**src/rtl/tmp_pkg.sv**
```systemverilog
package tmp_pkg;
  localparam int TCODE_W = 6;
  localparam int SRC_W   = 4;
  localparam int SIZE_W  = 3;
  localparam int ERR_W   = 5;
  localparam int HDR_W   = TCODE_W + SRC_W + SIZE_W;
  localparam int ERRMSG_W = TCODE_W + SRC_W + ERR_W;

  localparam logic [TCODE_W-1:0] TC_DWRITE = 6'b001101;
  localparam logic [TCODE_W-1:0] TC_DREAD  = 6'b001110;
  localparam logic [TCODE_W-1:0] TC_ERROR  = 6'b001000;

  typedef enum logic [1:0] {
    KIND_WRITE = 2'b00,
    KIND_READ  = 2'b01,
    KIND_ERR   = 2'b10,
    KIND_ERR2  = 2'b11
  } msg_kind_e;
endpackage

```
**src/rtl/tmp_sig_width.sv**
```systemverilog
// Number of significant bits in a value: highest set bit index + 1, minimum 1.
module tmp_sig_width #(
  parameter int W  = 32,
  parameter int OW = $clog2(W + 1)
) (
  input  logic [W-1:0]  val,
  output logic [OW-1:0] width
);
  always_comb begin
    width = OW'(1);
    for (int i = 0; i < W; i++) begin
      if (val[i]) width = OW'(i + 1);
    end
  end
endmodule

```
**src/rtl/tmp_assembler.sv**
```systemverilog
// Combinational field placement and length computation.
module tmp_assembler
  import tmp_pkg::*;
#(
  parameter int ADDR_W = 32,
  parameter int DATA_W = 64,
  parameter int MSG_W  = HDR_W + ADDR_W + DATA_W,
  parameter int LEN_W  = $clog2(MSG_W + 1),
  parameter int AW_W   = $clog2(ADDR_W + 1),
  parameter int DW_W   = $clog2(DATA_W + 1)
) (
  input  logic [1:0]        kind,
  input  logic [SRC_W-1:0]  src,
  input  logic [SIZE_W-1:0] size,
  input  logic [ADDR_W-1:0] addr,
  input  logic [DATA_W-1:0] data,
  input  logic [ERR_W-1:0]  err,
  input  logic [AW_W-1:0]   addr_w,
  input  logic [DW_W-1:0]   data_w,
  output logic [MSG_W-1:0]  bits,
  output logic [LEN_W-1:0]  len,
  output logic              illegal
);
  logic [TCODE_W-1:0] tcode;
  logic [LEN_W-1:0]   data_pos;
  logic               is_err;

  assign is_err   = kind[1];
  assign data_pos = LEN_W'(HDR_W) + LEN_W'(addr_w);

  always_comb begin
    unique case (kind)
      KIND_WRITE: tcode = TC_DWRITE;
      KIND_READ:  tcode = TC_DREAD;
      default:    tcode = TC_ERROR;
    endcase
  end

  always_comb begin
    if (is_err) begin
      bits = MSG_W'(tcode)
           | (MSG_W'(src) << TCODE_W)
           | (MSG_W'(err) << (TCODE_W + SRC_W));
      len  = LEN_W'(ERRMSG_W);
    end else begin
      bits = MSG_W'(tcode)
           | (MSG_W'(src)  << TCODE_W)
           | (MSG_W'(size) << (TCODE_W + SRC_W))
           | (MSG_W'(addr) << HDR_W)
           | (MSG_W'(data) << data_pos);
      len  = data_pos + LEN_W'(data_w);
    end
  end

  always_comb begin
    illegal = 1'b0;
    if (is_err) begin
      case (err)
        5'b00010, 5'b00111, 5'b01000: illegal = 1'b0;
        default:                      illegal = 1'b1;
      endcase
    end
  end
endmodule

```
**src/rtl/tmp_out_stage.sv**
```systemverilog
// Single output register with valid/ready on both sides.
module tmp_out_stage #(
  parameter int MSG_W = 109,
  parameter int LEN_W = 7
) (
  input  logic             clk,
  input  logic             rst_n,
  input  logic             in_valid,
  output logic             in_ready,
  input  logic [MSG_W-1:0] in_bits,
  input  logic [LEN_W-1:0] in_len,
  input  logic             in_illegal,
  output logic             out_valid,
  input  logic             out_ready,
  output logic [MSG_W-1:0] out_bits,
  output logic [LEN_W-1:0] out_len,
  output logic             out_illegal
);
  logic load;

  assign in_ready = !out_valid || out_ready;
  assign load     = in_valid && in_ready;

  always_ff @(posedge clk) begin
    if (!rst_n) begin
      out_valid <= 1'b0;
    end else if (load) begin
      out_valid <= 1'b1;
    end else if (out_ready) begin
      out_valid <= 1'b0;
    end
  end

  always_ff @(posedge clk) begin
    if (!rst_n) begin
      out_bits    <= '0;
      out_len     <= '0;
      out_illegal <= 1'b0;
    end else if (load) begin
      out_bits    <= in_bits;
      out_len     <= in_len;
      out_illegal <= in_illegal;
    end
  end
endmodule

```
**src/rtl/trace_msg_packer.sv**
```systemverilog
module trace_msg_packer
  import tmp_pkg::*;
#(
  parameter int  ADDR_W = 32,
  parameter int  DATA_W = 64,
  localparam int MSG_W  = HDR_W + ADDR_W + DATA_W,
  localparam int LEN_W  = $clog2(MSG_W + 1)
) (
  input  logic              clk,
  input  logic              rst_n,
  input  logic              req_valid,
  output logic              req_ready,
  input  logic [1:0]        req_kind,
  input  logic [SRC_W-1:0]  req_src,
  input  logic [SIZE_W-1:0] req_size,
  input  logic [ADDR_W-1:0] req_addr,
  input  logic [DATA_W-1:0] req_data,
  input  logic [ERR_W-1:0]  req_err,
  output logic              msg_valid,
  input  logic              msg_ready,
  output logic [MSG_W-1:0]  msg_bits,
  output logic [LEN_W-1:0]  msg_len,
  output logic              msg_illegal_code
);
  localparam int AW_W = $clog2(ADDR_W + 1);
  localparam int DW_W = $clog2(DATA_W + 1);

  logic [AW_W-1:0]  addr_w;
  logic [DW_W-1:0]  data_w;
  logic [MSG_W-1:0] nxt_bits;
  logic [LEN_W-1:0] nxt_len;
  logic             nxt_illegal;

  tmp_sig_width #(.W(ADDR_W), .OW(AW_W)) u_addr_w (.val(req_addr), .width(addr_w));
  tmp_sig_width #(.W(DATA_W), .OW(DW_W)) u_data_w (.val(req_data), .width(data_w));

  tmp_assembler #(
    .ADDR_W(ADDR_W), .DATA_W(DATA_W), .MSG_W(MSG_W),
    .LEN_W(LEN_W), .AW_W(AW_W), .DW_W(DW_W)
  ) u_asm (
    .kind(req_kind), .src(req_src), .size(req_size), .addr(req_addr),
    .data(req_data), .err(req_err), .addr_w(addr_w), .data_w(data_w),
    .bits(nxt_bits), .len(nxt_len), .illegal(nxt_illegal)
  );

  tmp_out_stage #(.MSG_W(MSG_W), .LEN_W(LEN_W)) u_out (
    .clk(clk), .rst_n(rst_n),
    .in_valid(req_valid), .in_ready(req_ready),
    .in_bits(nxt_bits), .in_len(nxt_len), .in_illegal(nxt_illegal),
    .out_valid(msg_valid), .out_ready(msg_ready),
    .out_bits(msg_bits), .out_len(msg_len), .out_illegal(msg_illegal_code)
  );
endmodule

```
**config.mk**
```make
export PLATFORM = sky130hd
export DESIGN_NAME = trace_msg_packer
export DESIGN_NICKNAME = d
export VERILOG_FILES = /design/src/rtl/tmp_pkg.sv /design/src/rtl/tmp_sig_width.sv /design/src/rtl/tmp_assembler.sv /design/src/rtl/tmp_out_stage.sv /design/src/rtl/trace_msg_packer.sv
export SDC_FILE = /design/constraint.sdc
export NUM_CORES = 1
export LEC_CHECK = 0
export ABC_CLOCK_PERIOD_IN_PS = 5400
export BUFFER_PORTS_ARGS = -buffer_cell sky130_fd_sc_hd__buf_4
export CAP_MARGIN = 20
export CORE_UTILIZATION = 50
export DETAILED_ROUTE_END_ITERATION = 12
export PLACE_DENSITY = 0.7
export REMOVE_ABC_BUFFERS = 1
export SYNTH_ARGS = -nofsm -noshare
export SYNTH_HDL_FRONTEND = slang
export SYNTH_SLANG_ARGS = --single-unit
```
**constraint.sdc**
```tcl
create_clock -name clk -period 5.4 [get_ports clk]
set_input_delay 0.27 -clock clk [delete_from_list [all_inputs] [get_ports clk]]
set_output_delay 0.27 -clock clk [all_outputs]
set_load 0.01 [all_outputs]
```
# [Word level (Yosys, flattened, before mapping)]
# Index checks and enable logic that the tools add are counted.
[classes] eq_ne=4 bitwise_logic=5 addsub=2 shift=1 n_reduce_logical=6 mux=101
[op_table] op="2-to-1 mux 6 bit" n=33
[op_table] op="2-to-1 mux 5 bit" n=32
[op_table] op="2-to-1 mux 109 bit" n=1
[op_table] op="OR 109 bit" n=1
[op_table] op="OR 109 x 13 -> 109 bit" n=1
[op_table] op="OR 109 x 15 -> 109 bit" n=1
[op_table] op="OR 109 x 45 -> 109 bit" n=1
[op_table] op="<< shifter 64 x 7 -> 109 bit" n=1
[op_table] op="2-to-1 mux 4 bit" n=16
[op_table] op="2-to-1 mux 3 bit" n=8
[op_table] op="2-to-1 mux 7 bit" n=2
[op_table] op="OR 4 x 10 -> 10 bit" n=1
[op_table] op="2-to-1 mux 2 bit" n=4
[op_table] op="adder 4 x 6 -> 7 bit (first input constant)" n=1
[op_table] op="adder 7 bit" n=1
[op_table] op="case mux 3 bit (2 select lines)" n=1
[op_table] op="== test 5 x 2 -> 1 bit (second input constant)" n=1
[op_table] op="== test 5 x 3 -> 1 bit (second input constant)" n=1
[op_table] op="== test 5 x 4 -> 1 bit (second input constant)" n=1
[op_table] op="2-to-1 mux 1 bit" n=4
[op_table] op="OR reduction 3 bit" n=1
[op_table] op="== test 2 x 1 -> 1 bit (second input constant)" n=1
[op_table] op="logical NOT 2 bit" n=1
[op_table] op="nonzero test 2 bit" n=1
[op_table] op="other kinds (3)" n=3
[word_totals] word_cells=123 register_bits=118 out_inout_bits=119 in_bits=114

# [Depth between registers and ports, before layout]
[depth] word_depth=65 ltp_mapped=25

# [By module]
# Synthesis repeated with hierarchy kept, for this count alone.
[unflattened] hier_cells=1608 hier_area_um2=12568.3
[by_module_without_submodules] module="tmp_assembler" cells_per_inst=894 n_inst=1 area_per_inst_um2=6765.2
[by_module_without_submodules] module="tmp_out_stage" cells_per_inst=512 n_inst=1 area_per_inst_um2=4642.0
[by_module_without_submodules] module="tmp_sig_width (u_data_w)" cells_per_inst=137 n_inst=1 area_per_inst_um2=824.5
[by_module_without_submodules] module="tmp_sig_width (u_addr_w)" cells_per_inst=65 n_inst=1 area_per_inst_um2=336.6

# [Least setup slack after synthesis]
# No wires, ideal clock.
[synth_path] kind="input -> register" from="input port req_addr[5]" to="register u_out.out_len[6]" cell_stages=25 arrival_time_ns=4.752 setup_ns=0.128 path_buffers=7 setup_slack_ns=0.521 required_ns=5.272 cell_sequence="nor2_1 a221oi_1 or4_1 a21o_1 buf_2 nand2_1 buf_4 buf_2 buf_2 ha_1 nand2_1 o21ai_0 nor3_4 inv_4 buf_2 buf_2 buf_2 ha_1 a21oi_1 o21bai_1 a21o_1 a21oi_1 xnor2_1 a22oi_1 nor2_1"
[synth_via] elab_chain_cells=30
[synth_lines] item="start: declaration" line="trace_msg_packer.sv:16" source="input logic [ADDR_W-1:0] req_addr,"
[synth_lines] item="2-to-1 mux 3 bit (2 in a row)" line="tmp_sig_width.sv:12" source="if (val[i]) width = OW'(i + 1);"
[synth_lines] item="2-to-1 mux 4 bit (8 in a row)" line="tmp_sig_width.sv:12"
[synth_lines] item="2-to-1 mux 5 bit (16 in a row)" line="tmp_sig_width.sv:12"
[synth_lines] item="2-to-1 mux 6 bit" line="tmp_sig_width.sv:12"
[synth_lines] item="adder 4 x 6 -> 7 bit" line="tmp_assembler.sv:29" source="assign data_pos = LEN_W'(HDR_W) + LEN_W'(addr_w);"
[synth_lines] item="adder 7 bit" line="tmp_assembler.sv:51" source="len = data_pos + LEN_W'(data_w);"
[synth_lines] item="2-to-1 mux 7 bit" line="tmp_assembler.sv:40" source="if (is_err) begin"
[synth_lines] item="end signal: assignment" line="tmp_out_stage.sv:41" source="out_len <= in_len;"
[synth_lines] item="end: declaration" line="tmp_out_stage.sv:16" source="output logic [LEN_W-1:0] out_len,"
# Every way passes these cells.
# A chain may end at the register's enable or synchronous reset.

# [Worst setup path after layout]
[layout_path] from="input port req_addr[29]" to="register u_out.out_bits[84]"
[layout_via] elab_chain_cells=7
[layout_lines] item="2-to-1 mux 5 bit (2 in a row)" line="tmp_sig_width.sv:12"
[layout_lines] item="2-to-1 mux 6 bit" line="tmp_sig_width.sv:12"
[layout_lines] item="adder 4 x 6 -> 7 bit" line="tmp_assembler.sv:29"
[layout_lines] item="<< shifter 64 x 7 -> 109 bit" line="tmp_assembler.sv:50" source="| (MSG_W'(data) << data_pos);"
[layout_lines] item="OR 109 bit" line="tmp_assembler.sv:50"
[layout_lines] item="2-to-1 mux 109 bit" line="tmp_assembler.sv:40"
[layout_lines] item="end signal: assignment" line="tmp_out_stage.sv:40" source="out_bits <= in_bits;"
[layout_lines] item="end: declaration" line="tmp_out_stage.sv:15" source="output logic [MSG_W-1:0] out_bits,"
# Every way passes these cells.

==> impl_results.md <==
- CTS Hold Buffers Added: 0
- Pleak: 0.00568 uW
- Clk pin slew, worst setup/hold paths: 0.06 ns
- Cell Int Power: 2290 uW
- Initial antenna violation count: 0
- Slew HR: 0.227
- Yosys warnings: 0
- Die X: 148 microns
- Slowest cell delay on critical path: 0.66 ns
- Gr usage total: 0.424
- R2R setup slack: 2.30 ns
- CTS tree: built
- Vias: 12,587
- Logic pwr share: 0.412
- Ys flop type: dfxtp_1
- Post-synthesis register bit count: 118
- Ports: 233
- Pwr/cell area: 281 mW/mm^2
- CTS Sinks: 118
- Rows: 53
- Clock Skew: 0.00665 ns
- Fillers: 1,969
- Max VDD drop: 232 uV
- ANT cells: 0
- Cells after Synth: 1,400
- Total Wirelength: 47,400 microns
- Hold Path Depth: 3
- Area Overhead vs Synth: 24.3%
- Total of max-cap violations: 0
- Reg2Reg Capture Point: u_out.out_bits[44]
- RSZ-0062 raised after global routing: false
- Clock power frac: 0.331
- Critical path fanouts, max: 42
- Initial Utilization: 0.510
- I/O Buffers: 232
- Hold Path Class: in -> reg
- Required time worst endpoint: 5.68 ns
- Reg area: 0.00236 sq mm
- Vias in the first global route: 11,499
- Distinct cells, synth: 84
- Worst r2r path cells: 10
- Final setup violation count: 0
- Share of post-route cells with drive strength above 1: 0.245
- Max frequency: 219 MHz
- Core Box Area: 0.0210 sq mm
- Hold Fails Final Rpt: 0
- Overflow after GRT: 0
- Number of synthesized flops with an enable pin: 0
- Commonest non-fill, non-tap cell in the layout: buf_4
- Hold Path Origin: req_valid
- Slowest CP cell: ha_4
- R2R Path Start: u_out.out_valid
- Post-CTS Setup Inserts: 0
- Critical path endpoint category: flip-flop
- Die Area: 0.0220 sq mm
- Total CTS buffers: 17
- Most frequent cells in the layout: 272 x buf_4, 148 x nand2_1, 139 x mux2i_1, 126 x nor2_1, 118 x dfxtp_1
- DRT iter0 DRCs: 1,401
- Worst-Skew Late Latency: 0.43 ns
- Worst-Margin Slew: 1.16 ns
- DP Wirelength: 35,300 microns
- Total power: 3740 uW
- Max Root-Sink Buffers: 2
- Routed Antenna Nets: 0
- Placer Congestion: 0.953
- H-tree depth: 4
- Crit path cell chain: buf_4 -> nor2_1 -> nand3_1 -> or4b_1 -> o21ai_0 -> nor2_1 -> ha_4 -> buf_4 -> mux2_2 -> mux2i_1 -> mux2i_1 -> mux2i_1 -> nor2_1 -> a31oi_1 -> a311oi_1
- Number of nets in the layout: 1,697
- Clock Root Buffer: clkbuf_16
- Mean number of vias per cell: 6.76
- Avg Cell Area, Syn: 7.66 sq um
- Synth Cell Area: 0.0107 sq mm
- Setup TNS: 0 ns
- Largest net degree at the start of global routing: 95
- Die Ht: 148 microns
- Drt wl/cell: 25.5 microns
- Final period utilization: 0.847
- Net Sw Frac: 0.388
- 1st-pass router iterations: 8
- # DRC: 0
- Startpoint type of the worst setup path: primary input
- Final Max Tran Viols: 0
- Setup CP Type: in -> reg
- Psw: 1450 uW
- Seq pwr share: 0.257
- First-pass GRT wire length: 70,500 microns
- Hold EP: u_out.out_valid
- Final min period: 4.57 ns
- CP arrival: 4.85 ns
- Area of the multi-input gates: 0.00779 sq mm
- Post-cts sizing count: 0
- Register area share after synthesis: 0.220
- Asr flop ratio synth: 0
- Status: finished, final reports clean
kinds of logic after synthesis:
family,count (synthesis),share of synthesized area
muxes,205,0.223
and+or+nand+nor,446,0.191
AOI/OAI and AO/OA,469,0.293
xor gates and xnor gates,6,0.00490
adders and majority gates,8,0.0100
DFF,118,0.220
buffers and inverters,148,0.0568
critical path: cells and delay by family:
| kind | cells | cell delay [ns] |
|---|---|---|
| fa+ha+maj | 1 | 0.66 |
| compound gates | 3 | 1.20 |
| mux | 4 | 1.14 |
| buf+inv | 2 | 0.43 |
| simple gates | 5 | 1.12 |
per-stage QoR:
step	instances	cell area [sq um]	util	hold WS [ns]	setup slack (ns)
finish	1862	13300	0.634	0.109	0.825
global route	1862	13300	0.634	0.120	0.580
CTS	1862	13300	0.634	0.108	0.942
detailed placement	1831	12700	0.604	0.441	0.512
global placement	1831	12700	0.604	0.431	0.637
floorplan	1281	10200	-	0.379	-1.97
sequential cells by signal, indices dropped and copies added, names as in the netlist:
| name | count |
|---|---|
| u_out.out_valid | 1 |
| u_out.out_len | 7 |
| u_out.out_illegal | 1 |
| u_out.out_bits | 109 |
area by class of cell:
| cell class | instances | share of cell area |
|---|---|---|
| multi-input combinational | 1134 | 0.584 |
| sequential | 118 | 0.177 |
| timing repair buffer | 275 | 0.158 |
| clock buffer | 17 | 0.0319 |
| tap | 275 | 0.0258 |
| clock inverter | 14 | 0.0150 |
| inverter | 29 | 0.00835 |
synth_stat cells (8+ instances only):
library cell	number	share of area
a211o_1	12	0.0098
a211oi_1	33	0.023
a21o_1	13	0.0091
a21oi_1	115	0.054
a221oi_1	21	0.017
a22oi_1	29	0.020
a31oi_1	20	0.012
and2_1	13	0.0076
and3_1	8	0.0047
buf_1	13	0.0046
buf_2	25	0.012
clkbuf_1	76	0.027
dfxtp_1	118	0.22
inv_1	22	0.0077
mux2_2	35	0.037
mux2i_1	139	0.13
mux4_2	23	0.048
nand2_1	149	0.052
nand3_1	39	0.018
nand4_1	9	0.0052
nor2_1	127	0.044
nor3_1	42	0.020
nor3b_1	14	0.0098
nor4_1	11	0.0064
o211ai_1	18	0.013
o21a_1	8	0.0056
o21ai_0	76	0.035
o21ai_1	15	0.0070
o22ai_1	16	0.0093
o31ai_1	8	0.0056
routing by layer:
metal  part of all wire  vias to the layer above  global-route usage
li1                   -                     5681                   -
met1               0.39                     5922               0.547
met5                  0                        -                   0
met2               0.46                      849               0.685
met4              0.051                        0               0.200
met3               0.10                      135              0.0730
power by group through the flow:
stage                     combinational (uW)  sequential, uW  clock [uW]
after floorplan                          860             993           0
after global placement                  1480             979           0
after detailed placement                1490             978           0
after CTS                               1500             960        1230
after global routing                    1620             964        1280
final                                   1540             961        1240
worst max-delay path by stage:
stage,startpoint,end,slack [ns],cells after the start
floorplan,req_addr[5],u_out.out_len[6],-1.97,15
global placement,req_addr[29],u_out.out_bits[84],0.64,15
detailed placement,req_addr[29],u_out.out_bits[57],0.51,17
CTS,req_addr[29],u_out.out_bits[57],0.94,17
global route,req_addr[29],u_out.out_bits[57],0.58,17
finish,req_addr[29],u_out.out_bits[84],0.83,15
(Power assumes the default switching activity.)
